==> config.mk <==
export PLATFORM = sky130hd
export DESIGN_NAME = rsc_encoder
export DESIGN_NICKNAME = d
export VERILOG_FILES = /design/src/rtl/rsc_pkg.sv /design/src/rtl/rsc_tap_map.sv /design/src/rtl/rsc_term_ctrl.sv /design/src/rtl/rsc_core.sv /design/src/rtl/rsc_encoder.sv
export SDC_FILE = /design/constraint.sdc
export NUM_CORES = 1
export LEC_CHECK = 0
export BUFFER_PORTS_ARGS = -buffer_cell sky130_fd_sc_hd__buf_2
export CAP_MARGIN = 30
export CORE_MARGIN = 1.5
export CORE_UTILIZATION = 54
export CTS_CLUSTER_DIAMETER = 60
export CTS_CLUSTER_SIZE = 30
export DETAILED_ROUTE_END_ITERATION = 6
export PLACE_DENSITY = 0.77
export SLEW_MARGIN = 15
export SYNTH_ARGS = -nofsm -noshare
export SYNTH_HDL_FRONTEND = slang
export SYNTH_SLANG_ARGS = --single-unit
export TNS_END_PERCENT = 20
==> constraint.sdc <==
create_clock -name clk -period 2.4 [get_ports clk]
set_input_delay 0.12 -clock clk [delete_from_list [all_inputs] [get_ports clk]]
set_output_delay 0.12 -clock clk [all_outputs]
set_load 0.05 [all_outputs]
==> src/rtl/rsc_pkg.sv <==
package rsc_pkg;
  localparam int unsigned MEM_MAX_DEF = 4;

  typedef enum logic {
    MODE_SHORT = 1'b0,
    MODE_LONG  = 1'b1
  } rsc_mode_e;
endpackage

==> src/rtl/rsc_tap_map.sv <==
// Turns a right-aligned polynomial field into taps indexed by delay.
// taps[0] is the input-end coefficient, taps[k] the tap on delay k.
module rsc_tap_map #(
  parameter int unsigned MEM_MAX = 4
) (
  input  rsc_pkg::rsc_mode_e mode,
  input  logic [MEM_MAX:0]   poly,
  output logic [MEM_MAX:0]   taps
);
  for (genvar k = 0; k <= MEM_MAX; k++) begin : g_tap
    if (k == MEM_MAX) begin : g_top
      // deepest delay exists only in the long mode
      assign taps[k] = (mode == rsc_pkg::MODE_LONG) ? poly[0] : 1'b0;
    end else begin : g_mid
      assign taps[k] = (mode == rsc_pkg::MODE_LONG) ? poly[MEM_MAX-k]
                                                    : poly[MEM_MAX-1-k];
    end
  end
endmodule

==> src/rtl/rsc_term_ctrl.sv <==
// Sequences data steps and the tail phase.
module rsc_term_ctrl #(
  parameter int unsigned MEM_MAX = 4,
  localparam int unsigned CNT_W  = $clog2(MEM_MAX + 1)
) (
  input  logic             clk,
  input  logic             rst,
  input  logic             blk_start,
  input  logic             in_valid,
  input  logic             term_req,
  input  logic [CNT_W-1:0] tail_len,
  output logic             do_data,
  output logic             do_tail,
  output logic             tail_run
);
  logic [CNT_W-1:0] left_q;
  logic             start_tail;

  always_comb begin
    do_data    = in_valid & (blk_start | (~tail_run & ~term_req));
    do_tail    = tail_run & ~blk_start;
    start_tail = term_req & ~tail_run & ~blk_start;
  end

  always_ff @(posedge clk) begin
    if (rst || blk_start) begin
      tail_run <= 1'b0;
      left_q   <= '0;
    end else if (start_tail) begin
      tail_run <= 1'b1;
      left_q   <= tail_len;
    end else if (do_tail) begin
      left_q   <= left_q - 1'b1;
      tail_run <= (left_q > CNT_W'(1));
    end
  end
endmodule

==> src/rtl/rsc_core.sv <==
// Shift register, feedback node and parity with registered outputs.
module rsc_core #(
  parameter int unsigned MEM_MAX = 4
) (
  input  logic               clk,
  input  logic               rst,
  input  logic               clear,
  input  logic               do_data,
  input  logic               do_tail,
  input  logic               in_bit,
  input  rsc_pkg::rsc_mode_e mode,
  input  logic [MEM_MAX:0]   fb_taps,
  input  logic [MEM_MAX:0]   ff_taps,
  output logic               out_valid,
  output logic               out_sys,
  output logic               out_par,
  output logic               term_active
);
  logic [MEM_MAX:1] st_q, st_eff, st_nxt, keep_mask;
  logic             fb_sum, feed, node, par;

  for (genvar k = 1; k <= MEM_MAX; k++) begin : g_keep
    if (k == MEM_MAX) begin : g_last
      assign keep_mask[k] = (mode == rsc_pkg::MODE_LONG);
    end else begin : g_other
      assign keep_mask[k] = 1'b1;
    end
  end

  always_comb begin
    st_eff = clear ? '0 : st_q;
    fb_sum = fb_taps[0] & (^(fb_taps[MEM_MAX:1] & st_eff));
    feed   = do_tail ? fb_sum : in_bit;
    node   = feed ^ fb_sum;
    par    = (ff_taps[0] & node) ^ (^(ff_taps[MEM_MAX:1] & st_eff));
    st_nxt = {st_eff[MEM_MAX-1:1], node} & keep_mask;
  end

  always_ff @(posedge clk) begin
    if (rst) begin
      st_q        <= '0;
      out_valid   <= 1'b0;
      out_sys     <= 1'b0;
      out_par     <= 1'b0;
      term_active <= 1'b0;
    end else begin
      if (do_data || do_tail) begin
        st_q <= st_nxt;
      end else if (clear) begin
        st_q <= '0;
      end
      out_valid   <= do_data | do_tail;
      out_sys     <= (do_data | do_tail) & feed;
      out_par     <= (do_data | do_tail) & par;
      term_active <= do_tail;
    end
  end
endmodule

==> src/rtl/rsc_encoder.sv <==
module rsc_encoder #(
  parameter int unsigned     MEM_MAX  = rsc_pkg::MEM_MAX_DEF,
  parameter logic            DEF_LONG = 1'b0,
  parameter logic [MEM_MAX:0] DEF_FB  = (MEM_MAX+1)'(4'b1011),
  parameter logic [MEM_MAX:0] DEF_FF  = (MEM_MAX+1)'(4'b1101),
  localparam int unsigned    CNT_W    = $clog2(MEM_MAX + 1)
) (
  input  logic             clk,
  input  logic             rst,
  input  logic             cfg_long,
  input  logic [MEM_MAX:0] cfg_fb,
  input  logic [MEM_MAX:0] cfg_ff,
  input  logic             blk_start,
  input  logic             in_valid,
  input  logic             in_bit,
  input  logic             term_req,
  output logic             out_valid,
  output logic             out_sys,
  output logic             out_par,
  output logic             term_active
);
  rsc_pkg::rsc_mode_e mode_q, mode_eff;
  logic [MEM_MAX:0]   fb_q, ff_q, fb_eff, ff_eff, fb_taps, ff_taps;
  logic [CNT_W-1:0]   tail_len;
  logic               do_data, do_tail, tail_run;

  always_ff @(posedge clk) begin
    if (rst) begin
      mode_q <= rsc_pkg::rsc_mode_e'(DEF_LONG);
      fb_q   <= DEF_FB;
      ff_q   <= DEF_FF;
    end else if (blk_start) begin
      mode_q <= rsc_pkg::rsc_mode_e'(cfg_long);
      fb_q   <= cfg_fb;
      ff_q   <= cfg_ff;
    end
  end

  always_comb begin
    mode_eff = blk_start ? rsc_pkg::rsc_mode_e'(cfg_long) : mode_q;
    fb_eff   = blk_start ? cfg_fb : fb_q;
    ff_eff   = blk_start ? cfg_ff : ff_q;
    tail_len = (mode_eff == rsc_pkg::MODE_LONG) ? CNT_W'(MEM_MAX)
                                                : CNT_W'(MEM_MAX - 1);
  end

  rsc_tap_map #(.MEM_MAX(MEM_MAX)) u_fb_map (
    .mode(mode_eff), .poly(fb_eff), .taps(fb_taps)
  );

  rsc_tap_map #(.MEM_MAX(MEM_MAX)) u_ff_map (
    .mode(mode_eff), .poly(ff_eff), .taps(ff_taps)
  );

  rsc_term_ctrl #(.MEM_MAX(MEM_MAX)) u_ctrl (
    .clk(clk), .rst(rst), .blk_start(blk_start), .in_valid(in_valid),
    .term_req(term_req), .tail_len(tail_len), .do_data(do_data),
    .do_tail(do_tail), .tail_run(tail_run)
  );

  rsc_core #(.MEM_MAX(MEM_MAX)) u_core (
    .clk(clk), .rst(rst), .clear(blk_start), .do_data(do_data),
    .do_tail(do_tail), .in_bit(in_bit), .mode(mode_eff),
    .fb_taps(fb_taps), .ff_taps(ff_taps), .out_valid(out_valid),
    .out_sys(out_sys), .out_par(out_par), .term_active(term_active)
  );
endmodule

# --- After elaboration in Yosys (flattened, before gate mapping) ---
# Cells that the tools add are included.
word_totals:
  ff_bits: 23
  output_inout_bits: 4
  inputBits: 17
op_classes:
  bitwise_logic: 19
  n_reduce_logical: 5
  addsub: 1
  magnitude_cmp: 1
  n_mux: 21
ops:
  columns: ["op", "n"]
  rows:
  - ["two-way mux 1 bit", 14]
  - ["AND 4 bit", 3]
  - ["two-way mux 5 bit", 2]
  - ["AND 1 bit", 9]
  - ["two-way mux 3 bit", 3]
  - ["two-way mux 4 bit", 2]
  - ["XOR reduction 4 bit", 2]
  - ["> comparator 3 x 1 -> 1 bit (second input constant)", 1]
  - ["inverter 1 bit", 3]
  - ["subtractor 3 x 1 -> 3 bit (second input constant)", 1]
  - ["logical OR 1 bit", 2]
  - ["OR 1 bit", 2]
  - ["nonzero test 2 bit", 1]
  - ["bitwise XOR 1 bit", 2]

# --- Depth between registers and ports, before layout ---
logic_depth:
  word_depth: 10
  depth_mapped: 8

# --- Modules after synthesis ---
# Synthesis repeated with hierarchy kept, for this count alone.
unflattened:
  cells_unflattened: 122
  hier_area_um2: 1209.9
modules_own_cells:
  columns: ["mod", "area_each_um2", "instances", "seq_area_each_um2", "cells_each"]
  rows:
  - ["rsc_encoder", 446.7, 1, 220.2, 36]
  - ["rsc_core", 425.4, 1, 160.2, 51]
  - ["rsc_term_ctrl", 232.7, 1, 80.1, 25]
  - ["rsc_tap_map", 52.6, 2, 0.0, 5]

# --- Worst setup path after synthesis ---
# Ideal clock, no wire load.
synth_timing:
  path_type: "register -> register"
  startpoint: "register mode_q"
  endpoint: "register u_core.out_par"
  period_less_slack_ns: 2.176
  path_slack_ns: 0.224
  t_arrival_ns: 2.117
  path_stages_with_launch: 8
  path_cell_list: "dfxtp_1 mux2_4 a221o_1 a22oi_2 xnor2_1 or3_1 a2111o_1 nand2_1"
synth_between:
  elab_chain_len: 10
synth_rtl:
  columns: ["item", "line_no", "rtl"]
  rows:
  - ["start: declaration", "rsc_encoder.sv:22", "rsc_pkg::rsc_mode_e mode_q, mode_eff;"]
  - ["start signal: assignment", "rsc_encoder.sv:29", "mode_q <= rsc_pkg::rsc_mode_e'(DEF_LONG);"]
  - ["start signal: assignment", "rsc_encoder.sv:33", "mode_q <= rsc_pkg::rsc_mode_e'(cfg_long);"]
  - ["two-way mux 1 bit *", null, null]
  - ["two-way mux 1 bit (on tied branches)", "rsc_tap_map.sv:15, rsc_tap_map.sv:13", null]
  - ["AND 4 bit", "rsc_core.sv:32", "fb_sum = fb_taps[0] & (^(fb_taps[MEM_MAX:1] & st_eff));"]
  - ["XOR reduction 4 bit", "rsc_core.sv:32", null]
  - ["AND 1 bit", "rsc_core.sv:32", null]
  - ["two-way mux 1 bit", "rsc_core.sv:33", "feed = do_tail ? fb_sum : in_bit;"]
  - ["bitwise XOR 1 bit", "rsc_core.sv:34", "node = feed ^ fb_sum;"]
  - ["AND 1 bit", "rsc_core.sv:35", "par = (ff_taps[0] & node) ^ (^(ff_taps[MEM_MAX:1] & st_eff));"]
  - ["bitwise XOR 1 bit *", "rsc_core.sv:35", null]
  - ["AND 1 bit *", "rsc_core.sv:54", "out_par <= (do_data | do_tail) & par;"]
  - ["end signal: assignment", "rsc_core.sv:54", null]
  - ["end: declaration", "rsc_core.sv:16", "output logic out_par,"]
# Every way passes the cells marked *; elsewhere a longest branch is shown, timed or not.
# A chain may end at the register's enable or synchronous reset.

# --- Worst setup path after layout ---
# Ends and elaborated chain as after synthesis.

==> summary.txt <==
Status
  – Run status: completed

Synthesis
  – Number of enable flip-flop cells after synthesis: 0
  – Multiplexer fraction of the synthesized cell area: 9.69%
  – FFs w/ async S/R, synth: 0%
  – Commonest register cell after synthesis: dfxtp_1
  – Basic-gate share of the synthesized area counting and, or, nand and nor cells: 21.4%
  – FF+latch count, synth: 23
  – Area share of fa/ha/maj cells after synthesis: about 2.1%
  – Distinct cell type count of the synthesized netlist: 34
  – Gate count after technology mapping: 140
  – Top-count cell post-synth: dfxtp_1
  – Post-synthesis net count: 159
  – Yosys warning count: 0
  – Area share of the largest cell type after synthesis: 38.3%
  – Most numerous cell types in the synthesized netlist: dfxtp_1, nor2_1, nor2b_1
  – Largest family of logic cells by synthesized area: simple AND/OR/NAND/NOR gates
  – Area fraction in compound gates after synthesis: 19.3%
  – Largest cells by area after synthesis: dfxtp_1, mux2i_1, nor2_1
  – Area leader, netlist: dfxtp_1
  – Combined area of all synthesized cells: ~1200 um2
  – Post-synthesis xor/xnor area fraction: 5.10%
  – Seq/Total Area, Yosys: between 30% and 40%
  – Mean area per synthesized cell: 8.58 um2

Detailed routing
  – TritonRoute pass-1 iters: 4
  – Total via count in the routed design: 1024
  – Post-detailed-route via-to-cell ratio: 5.48
  – Drt wl/cell: 12.6 um
  – Number of nets with antenna violations after routing: 0
  – Post-route DRC violation count: 0
  – DRT iter0 DRCs: 15
  – Detailed-route wire length: 2350 um

Global routing
  – Number of global-route vias before repair: ~1000
  – Wire length of the first global-routing pass: between 4000 and 5000 um
  – Global-route total usage across every layer: 20.7%
  – Pin count of the biggest net entering global routing: 22
  – Total congestion overflow after global routing: 0
  – Number of antenna violations at the first check in global routing: 0

Final layout
  – Post-layout net count: 180
  – Share of layout cells above drive strength 1: 20.0%
  – Area growth syn-to-layout: 12.9%
  – Cell area after layout: 1360 um2
  – Number of antenna cells inserted: 0
  – Util after Layout: 67.1%

Critical path
  – Cell count of the worst reg-to-reg path: 7
  – Worst reg2reg endpoint: u_core.out_par$_SDFF_PP0_
  – Critical path startpoint: mode_q$_SDFF_PP0_
  – Arrival time worst endpoint: 2540 ps
  – Worst R2R Setup Slack: 120 ps
  – Critical Path Sink: u_core.out_par$_SDFF_PP0_
  – Depth of the critical timing path with buffers and inverters included: 7
  – Max Fanout on Critical Path: 3
  – CP Launch Type: flip-flop
  – Cell type of the slowest stage on the worst timing path: a2111o_1
  – Kind of capture point of the worst setup path: flip-flop
  – Buf+Inv Stages, Crit Path: 0
  – Delay of the slowest cell on the worst path: roughly 420 ps
  – Worst Path Required: 2660 ps
  – Startpoint-to-endpoint class of the critical path: flip-flop to flip-flop
  – Critical register-to-register path startpoint: mode_q$_SDFF_PP0_
  – Worst path top cell family by delay: compound AO/OA/AOI/OAI gates
  – Cells along the critical path: mux2_4 > a221o_1 > a22oi_2 > xnor2_1 > or3_1 > a2111o_1 > nand2_1

Power and ir drop
  – Switching Share: 27.5%
  – Clock network fraction of design power: 24.2%
  – Peak ir drop on the vdd network: 0.299 mV
  – Net switching power of the design: ~0.20 mW
  – Gate power share: 18.1%
  – Power density relative to cell area: 533 nW/um2
  – Static Leak: 0.558 nW
  – Register share of total power: 57.7%
  – Internal power: 0.525 mW

Timing
  – Number of pins with negative max-slew slack in the final report: 0
  – Slack of the critical path: 116 ps
  – FMAX: roughly 0.44 GHz
  – Total negative slack for setup checks: 0 ps
  – Finish-stage setup viols: 0
  – Worst slew margin: 65.1%
  – Final Hold Vio Count: 0
  – Final Skew: 5.15 ps
  – Hold slack: about 11 ps
  – RSZ-0062 raised after global routing: false
  – Fin crit share: 95.2%
  – Transition at the pin with the smallest max-transition slack: between 500 and 600 ps
  – Final critical-path required period: 2280 ps

Place
  – Sum of net half-perimeters after detailed placement: about 1800 um
  – Post-place setup slack: 136 ps
  – IO Port Bufs: 20
  – Placer's final routability congestion estimate: 0.792
  – Dpl cell area: 1330 um2

Clock network
  – Sinks on the clock net: 23
  – TritonCTS buffer count: 3
  – Number of setup buffers added after CTS: 0
  – TritonCTS clock tree: built
  – CTS Root Cell: clkbuf_4
  – Total number of H-tree levels: 1
  – # resized after CTS: 0
  – Clock insertion delay at the later pin of the skew report: 300 ps
  – Largest buffer count on any clock path: 2
  – Clock-pin slew reported for the worst setup and hold paths after clock tree synthesis: 120 ps
  – Number of buffers inserted for hold repair after clock tree synthesis: 0

Die
  – IO Pins: 21
  – Placeable core region: around 2000 um2
  – Area of the die: 2520 um2
  – Starting density of the core: 59.4%
  – Die X: 50.2 um
  – Vertical die dimension: 50.2 um
  – Number of rows in the core area: 16

Hold path
  – Type of the tightest min-delay check: input port to flip-flop

Run
  – Max-Cap Viols: 0
power by group through the flow:
stage	Clock, mW	Sequential (mW)	Combinational [mW]
3_5_place_dp	0	0.426	0.131
5_1_grt	0.198	0.421	0.147
2_1_floorplan	0	0.432	0.0866
6_report	0.175	0.417	0.131
3_3_place_gp	0	0.425	0.125
4_1_cts	0.183	0.417	0.131
sequential cells by signal (all words and copies together) (netlist names):
signal,count
fb_q,5
u_ctrl.tail_run,1
u_core.st_q,4
u_core.term_active,1
u_core.out_sys,1
u_core.out_valid,1
mode_q,1
u_ctrl.left_q,3
ff_q,5
u_core.out_par,1
final cells by class:
class	count	area (um2)
inverters	6	22.5
flip-flops and latches	23	460
fillers	186	666
clock buffers	4	26.3
repair buffers	23	123
well taps	27	33.8
multi-input cells	104	691
routing by layer:
layer	routed length (um)	GRT usage [%]	share of wire (%)	up-vias
met5	0	0	0	-
met4	0	6.48	0	0
met3	113	2.98	4.8	0
met2	1160	35.3	50	22
met1	1070	26.7	46	470
li1	-	-	-	532
worst register-to-register path, delay by kind of cell, from the launching register on:
| family | cells | cell delay [ps] |
|---|---|---|
| compound gates | 3 | 990 |
| mux | 1 | 300 |
| simple gates | 2 | 440 |
| flops | 1 | 370 |
| xor+xnor | 1 | 130 |
per-stage QoR:
step / total power [mW] / cells
after floorplan: 0.518 / 140
after global placement: 0.551 / 183
after detailed placement: 0.557 / 183
after CTS: 0.731 / 187
after global routing: 0.766 / 187
final: 0.723 / 187
layout by cell type (no fill, tap or decap), types with 2 or more instances in the layout:
cell,instances
or2_2,2
nor3b_1,3
o21ai_0,6
xor2_1,3
dfxtp_1,23
clkbuf_4,3
buf_4,3
nor2_1,17
nor2b_1,10
xnor2_1,4
a21oi_1,9
a211oi_1,3
nand2_1,9
buf_2,20
inv_1,6
nand2b_1,3
a211o_1,7
nand3_1,3
ha_1,2
mux2i_1,9
kinds of logic (layout without fill, tap and decap cells):
family,count (synthesis),in the layout
adders and majority gates,2,2
xor gates and xnor gates,7,7
AOI/OAI and AO/OA,33,33
buffers and inverters,13,33
and+or+nand+nor,51,51
DFF,23,23
muxes,11,11
how the worst min path moves through the flow:
stage | from | end | slack (ps) | depth (start not counted)
floorplan | rst | ff_q[0]$_SDFF_PP1_ | 220 | 1
global placement | cfg_ff[0] | ff_q[0]$_SDFF_PP1_ | 330 | 2
detailed placement | cfg_fb[0] | fb_q[0]$_SDFF_PP1_ | 330 | 2
CTS | cfg_fb[0] | fb_q[0]$_SDFF_PP1_ | 4 | 2
global route | cfg_fb[1] | fb_q[1]$_SDFF_PP1_ | 2 | 2
finish | cfg_fb[0] | fb_q[0]$_SDFF_PP1_ | 10 | 2
Note: power is estimated with default switching activity, not from simulation.
